**src/rtl/bbt_expander.sv**
```systemverilog
module bbt_expander #(
  parameter int NUM_BLOCKS   = 512,
  parameter int PAGE_W       = 16,
  parameter int PRIMARY_PAGE = 16,
  parameter int BACKUP_PAGE  = 24,
  localparam int BMP_BYTES   = NUM_BLOCKS / 8,
  localparam int TBL_DEPTH   = NUM_BLOCKS / 4,
  localparam int IDX_W       = $clog2(BMP_BYTES),
  localparam int AW          = $clog2(TBL_DEPTH),
  localparam int CNT_W       = $clog2(NUM_BLOCKS + 1)
) (
  input  logic              clk,
  input  logic              rst_n,
  input  logic              start,
  input  logic              pri_ecc_fail,
  input  logic              bak_ecc_fail,
  output logic [PAGE_W-1:0] src_page,
  output logic              use_backup,
  input  logic              in_valid,
  output logic              in_ready,
  input  logic [7:0]        in_data,
  output logic [AW-1:0]     tbl_addr,
  output logic              tbl_rd_en,
  input  logic [7:0]        tbl_rdata,
  output logic              tbl_wr_en,
  output logic [7:0]        tbl_wdata,
  output logic [CNT_W-1:0]  bad_count,
  output logic              done,
  output logic              warn
);

  typedef enum logic [2:0] {S_IDLE, S_TAKE, S_SCAN, S_WRITE, S_FIN} state_t;

  state_t           state;
  logic [7:0]       inv_q;
  logic [IDX_W-1:0] byte_idx;
  logic             half;
  logic             alt_q;
  logic             warn_q;
  logic [CNT_W-1:0] cnt_q;
  logic [3:0]       nib;
  logic [7:0]       mask;
  logic [2:0]       nib_bad;
  logic             last_byte;

  assign nib       = half ? inv_q[3:0] : inv_q[7:4];
  assign nib_bad   = {2'b0, nib[0]} + {2'b0, nib[1]} + {2'b0, nib[2]} + {2'b0, nib[3]};
  assign last_byte = (byte_idx == IDX_W'(BMP_BYTES - 1));

  for (genvar k = 0; k < 4; k++) begin : g_mask
    assign mask[2*k +: 2] = {2{nib[3-k]}};
  end

  assign tbl_addr   = {byte_idx, half};
  assign tbl_rd_en  = (state == S_SCAN) && (mask != 8'h00);
  assign tbl_wr_en  = (state == S_WRITE);
  assign tbl_wdata  = tbl_rdata | mask;
  assign in_ready   = (state == S_TAKE);
  assign done       = (state == S_FIN);
  assign warn       = warn_q;
  assign bad_count  = cnt_q;
  assign use_backup = alt_q;
  assign src_page   = alt_q ? PAGE_W'(BACKUP_PAGE) : PAGE_W'(PRIMARY_PAGE);

  always_ff @(posedge clk or negedge rst_n) begin
    if (!rst_n) begin
      state    <= S_IDLE;
      inv_q    <= '0;
      byte_idx <= '0;
      half     <= 1'b0;
      alt_q    <= 1'b0;
      warn_q   <= 1'b0;
      cnt_q    <= '0;
    end else begin
      unique case (state)
        S_IDLE: if (start) begin
          cnt_q    <= '0;
          alt_q    <= pri_ecc_fail;
          byte_idx <= '0;
          half     <= 1'b0;
          warn_q   <= pri_ecc_fail && bak_ecc_fail;
          state    <= (pri_ecc_fail && bak_ecc_fail) ? S_FIN : S_TAKE;
        end
        S_TAKE: if (in_valid) begin
          inv_q <= ~in_data;
          half  <= 1'b0;
          state <= S_SCAN;
        end
        S_SCAN, S_WRITE: begin
          if (state == S_WRITE) cnt_q <= cnt_q + CNT_W'(nib_bad);
          if (state == S_SCAN && mask != 8'h00) begin
            state <= S_WRITE;
          end else if (!half) begin
            half  <= 1'b1;
            state <= S_SCAN;
          end else if (last_byte) begin
            state <= S_FIN;
          end else begin
            byte_idx <= byte_idx + 1'b1;
            state    <= S_TAKE;
          end
        end
        S_FIN: state <= S_IDLE;
        default: state <= S_IDLE;
      endcase
    end
  end

  // a write always follows a read of the same byte
  a_r4_write_after_read: assert property (@(posedge clk) disable iff (!rst_n)
    tbl_wr_en |-> ($past(tbl_rd_en) && $past(tbl_addr) == tbl_addr));

  a_r4_port_exclusive: assert property (@(posedge clk) disable iff (!rst_n)
    !(tbl_rd_en && tbl_wr_en));

  // every changed entry goes to 11, and no bit is cleared
  a_r3_entries_only_set: assert property (@(posedge clk) disable iff (!rst_n)
    tbl_wr_en |-> (((tbl_wdata & tbl_rdata) == tbl_rdata) &&
                   ((tbl_wdata ^ tbl_rdata) & 8'h55) == (((tbl_wdata ^ tbl_rdata) >> 1) & 8'h55)));

  a_r6_done_single: assert property (@(posedge clk) disable iff (!rst_n)
    done |=> !done);

  a_r5_count_monotonic: assert property (@(posedge clk) disable iff (!rst_n)
    !($past(state == S_IDLE) && $past(start)) |-> (cnt_q >= $past(cnt_q)));

  a_r8_warn_blocks_input: assert property (@(posedge clk) disable iff (!rst_n)
    warn |-> (!in_ready && !tbl_rd_en && !tbl_wr_en));

  a_r9_source_stable: assert property (@(posedge clk) disable iff (!rst_n)
    (state != S_IDLE && $past(state) != S_IDLE) |-> $stable(alt_q));

endmodule

```
**config.mk**
```make
export PLATFORM = sky130hd
export DESIGN_NAME = bbt_expander
export DESIGN_NICKNAME = d
export VERILOG_FILES = /design/src/rtl/bbt_expander.sv
export SDC_FILE = /design/constraint.sdc
export NUM_CORES = 1
export LEC_CHECK = 0
export BUFFER_PORTS_ARGS = -buffer_cell sky130_fd_sc_hd__buf_2
export CAP_MARGIN = 40
export CORE_UTILIZATION = 44
export CTS_BUF_LIST = sky130_fd_sc_hd__clkbuf_16
export CTS_CLUSTER_DIAMETER = 60
export CTS_CLUSTER_SIZE = 14
export DETAILED_ROUTE_END_ITERATION = 10
export PLACE_DENSITY_LB_ADDON = 0.08
export SLEW_MARGIN = 20
export SYNTH_ARGS = -nofsm -noshare
export SYNTH_HDL_FRONTEND = slang
export SYNTH_SLANG_ARGS = --single-unit
export TNS_END_PERCENT = 100
```
**constraint.sdc**
```tcl
create_clock -name clk -period 2.8 [get_ports clk]
set_input_delay 0.28 -clock clk [delete_from_list [all_inputs] [get_ports clk]]
set_output_delay 0.28 -clock clk [all_outputs]
set_load 0.03 [all_outputs]
```
==> flow_summary_export.csv <==
group,metric,value,unit
yosys,async_flop_share,100,%
placement,io_buffers,53,
setup_path,crit_path_end_kind,"register",
timing,period_share,95.9,%
setup_path,setup.worst_path.start_class,"register",
yosys,synth.most_common_cell,"dfrtp_1",
yosys,syn_inst,200,
clocking,clk_pin_slew_worst_paths,0.05,ns
setup_path,cp_common_cell,"inv_1",
yosys,synth_area,0.00180,mm^2
yosys,yosysWarningCount,0,
yosys,synthFlopType,"dfrtp_1",
finish,multiInputGateArea,967,um^2
placement,pre_cts_ws,0.0376,ns
timing,timing_worst_slew_pin_value,0.927,ns
status,status,"complete, no violations",
setup_path,worst-setup-path-type,"register to register",
setup_path,reg2reg_from,"half",
die,initial_utilization,47.4,%
setup_path,crit_path_max_incr_delay,0.50,ns
timing,fmax,372,MHz
routing,avgRoutedWirePerCell,12.9,um
setup_path,cp.arrival,2.81,ns
worst_hold_path,min_path_type,"input pin to async pin",
clocking,insertion_delay,0.27,ns
routing,num_vias,1558,
die,dieArea,0.00435,mm^2
global_routing,grt_antenna_before_repair,0,
yosys,synthTopCellsByArea,"dfrtp_1, buf_4, a21oi_1",
power,p_per_area,1080,mW/mm^2
clocking,htreeDepth,2,
die,dieWidth,65.9,um
timing,relSlewSlack,37.8,%
global_routing,grt_overflow,0,
routing,drc,0,
power,finalPower,2.47,mW
yosys,ys_seq_area_share,41.7,%
timing,setup_slack,0.114,ns
routing,drt-total-wl,3920,um
global_routing,grt_pass1_vias,1405,
finish,fillCellCount,358,
setup_path,path_cells,"mux2i_2, inv_1, fa_1, inv_1, fa_2, inv_1, fa_2, nand2_4, a2111oi_2, xnor2_1, nor2_1",
routing,dr.pass1.iters,4,
finish,regArea,751,um^2
setup_path,critPathRequiredTime,2.92,ns
power,power.leakage,1.06,nW
timing,hold_viol_final,0,
setup_path,cp_num_buf_inv,3,
power,vdd_ir_drop_max,516,uV
clocking,cts_tree,"done",
routing,drtIter0Drc,66,
clocking,root_buffer,"clkbuf_16",
global_routing,grt_max_degree,31,
setup_path,cpLargestDelayFamily,"adder cells",
routing,via_per_inst,5.11,
timing,setup_violations,0,
finish,syn2layout_area_growth,26.6,%
yosys,synth_seq_cells,30,
finish,drive_above_1_share,30.0,%
setup_path,crit_fanout,4,
clocking,numCtsBuffers,5,
die,row_count,22,
die,io_pins,69,
yosys,synth_cell_types,40,
placement,dpl_cell_area,0.00208,mm^2
placement,place_congestion,0.751,
global_routing,grt.total_usage,19.3,%
run,maxCapViolCount,0,
yosys,yosys.area.top_type,"dfrtp_1",
clocking,cts_hold_buf,0,
timing,finClkSkew,0.00599,ns
finish,antenna_cells,0,
yosys,ys_top_cells_by_count,"dfrtp_1, a21oi_1, nand2_1",
yosys,synth-edff-count,0,
clocking,cts.sink_count,30,
timing,min_period,2.69,ns
finish,final_cell_area,0.00228,mm^2
routing,ant_nets,0,
setup_path,crit_path_start,"half",
global_routing,grt_pass1_wl,6380,um
yosys,syn_area_per_cell,9.00,um^2
timing,maxSlewViolCount,0,
clocking,cts_max_path_buffers,2,
die,dieHeight,65.9,um
setup_path,critPathSlowestCell,"fa_1",
die,core,0.00380,mm^2
placement,hpwl,2790,um
yosys,synth_top_area_share,41.7,%
finish,nets,283,
through the flow:
step	hold slack, ns	utilization [%]	TNS, ns	cells
final	0.0366	60.0	0	305
after global routing	0.0967	60.0	-0.0108	305
after CTS	0.0676	58.4	0	303
after floorplan	-0.0156	-	0	213
after detailed placement	0.363	54.8	0	295
after global placement	0.363	54.8	0	295
sequential cells by signal (all words and copies together), names as in the netlist:
register    cells
bad_count      10
warn            1
inv_q           8
byte_idx        6
half            1
use_backup      1
state           3
logic make-up (layout without fill, tap and decap cells):
family / Yosys count / count (layout) / synth area share (%)
AND/OR/NAND/NOR: 65 / 65 / 18.0
AO/OA/AOI/OAI: 55 / 55 / 19.6
buffers and inverters: 34 / 78 / 10.7
flip-flops: 30 / 30 / 41.7
multiplexers: 6 / 6 / 3.34
adder cells (fa/ha/maj): 5 / 5 / 4.73
XOR/XNOR: 3 / 3 / 1.46
other: 2 / 15 / 0.417
worst reg2reg max path, delay by kind of cell (launching register included):
kind	cells	cell delay, ns
AND/OR/NAND/NOR	2	0.14
XOR/XNOR	1	0.16
multiplexers	1	0.24
AO/OA/AOI/OAI	1	0.25
flip-flops	1	0.41
adder cells (fa/ha/maj)	3	1.13
buffers and inverters	3	0.22
report_power, final:
part	switching, mW	leakage [nW]	internal [mW]	total, mW
combinational	0.787	0.604	0.476	1.26
clock	0.177	0.0724	0.320	0.497
sequential	0.152	0.386	0.555	0.707
total	1.12	1.06	1.35	2.47
worst paths after layout:
kind,to,slack (ns),depth (start not counted)
max,bad_count[6],0.11,11
min,bad_count[6],0.04,1
max reg2reg,bad_count[6],0.11,11
min reg2reg,warn,0.48,2
max in group asynchronous,inv_q[0],2.33,1
min in group clk,inv_q[5],0.17,2
layer usage:
metal / wire [um] / GRT usage (%) / vias to the layer above
met2: 1840 / 31.0 / 57
li1: - / - / 784
met1: 1820 / 25.5 / 715
met3: 248 / 4.83 / 2
met5: 0 / 0 / -
met4: 13 / 5.59 / 0
layout make-up:
| class | instances | area share, % |
|---|---|---|
| Clock buffer | 5 | 5.49 |
| Clock inverter | 3 | 0.549 |
| Inverter | 8 | 1.32 |
| Multi-Input combinational cell | 149 | 42.4 |
| Sequential cell | 30 | 32.9 |
| Tap cell | 48 | 2.64 |
| Timing Repair Buffer | 62 | 14.6 |
cell usage in the layout (no fill, tap or decap), types with 2 or more instances in the layout:
cell | Yosys | layout
a2bb2oi_1 | 2 | 2
o21a_1 | 2 | 2
nor2b_1 | 3 | 2
nor2_1 | 15 | 15
inv_1 | 8 | 9
nand3_1 | 4 | 4
o31ai_1 | 4 | 4
o211ai_1 | 2 | 2
o21ai_1 | 5 | 4
o21bai_1 | 2 | 2
nand2b_1 | 11 | 11
nand2_1 | 18 | 17
mux2i_1 | 6 | 5
or4_1 | 3 | 3
a2111oi_4 | 0 | 2
o311ai_1 | 2 | 2
dfrtp_1 | 30 | 30
a21oi_1 | 19 | 19
o21ai_0 | 6 | 6
or3_1 | 3 | 3
conb_1 | 2 | 15
a211oi_1 | 3 | 3
fa_2 | 0 | 2
clkbuf_16 | 0 | 5
ha_1 | 2 | 2
buf_2 | 1 | 53
xnor2_1 | 3 | 3
nor3_1 | 2 | 2
buf_4 | 17 | 9
timing repair:
action / 4_1_cts / 5_1_grt
hold endpoints to repair: 0 / 0
setup endpoints to repair: 0 / 8
buffers inserted: 0 / 2
gates resized for setup: 0 / 8
(Power assumes the default switching activity.)
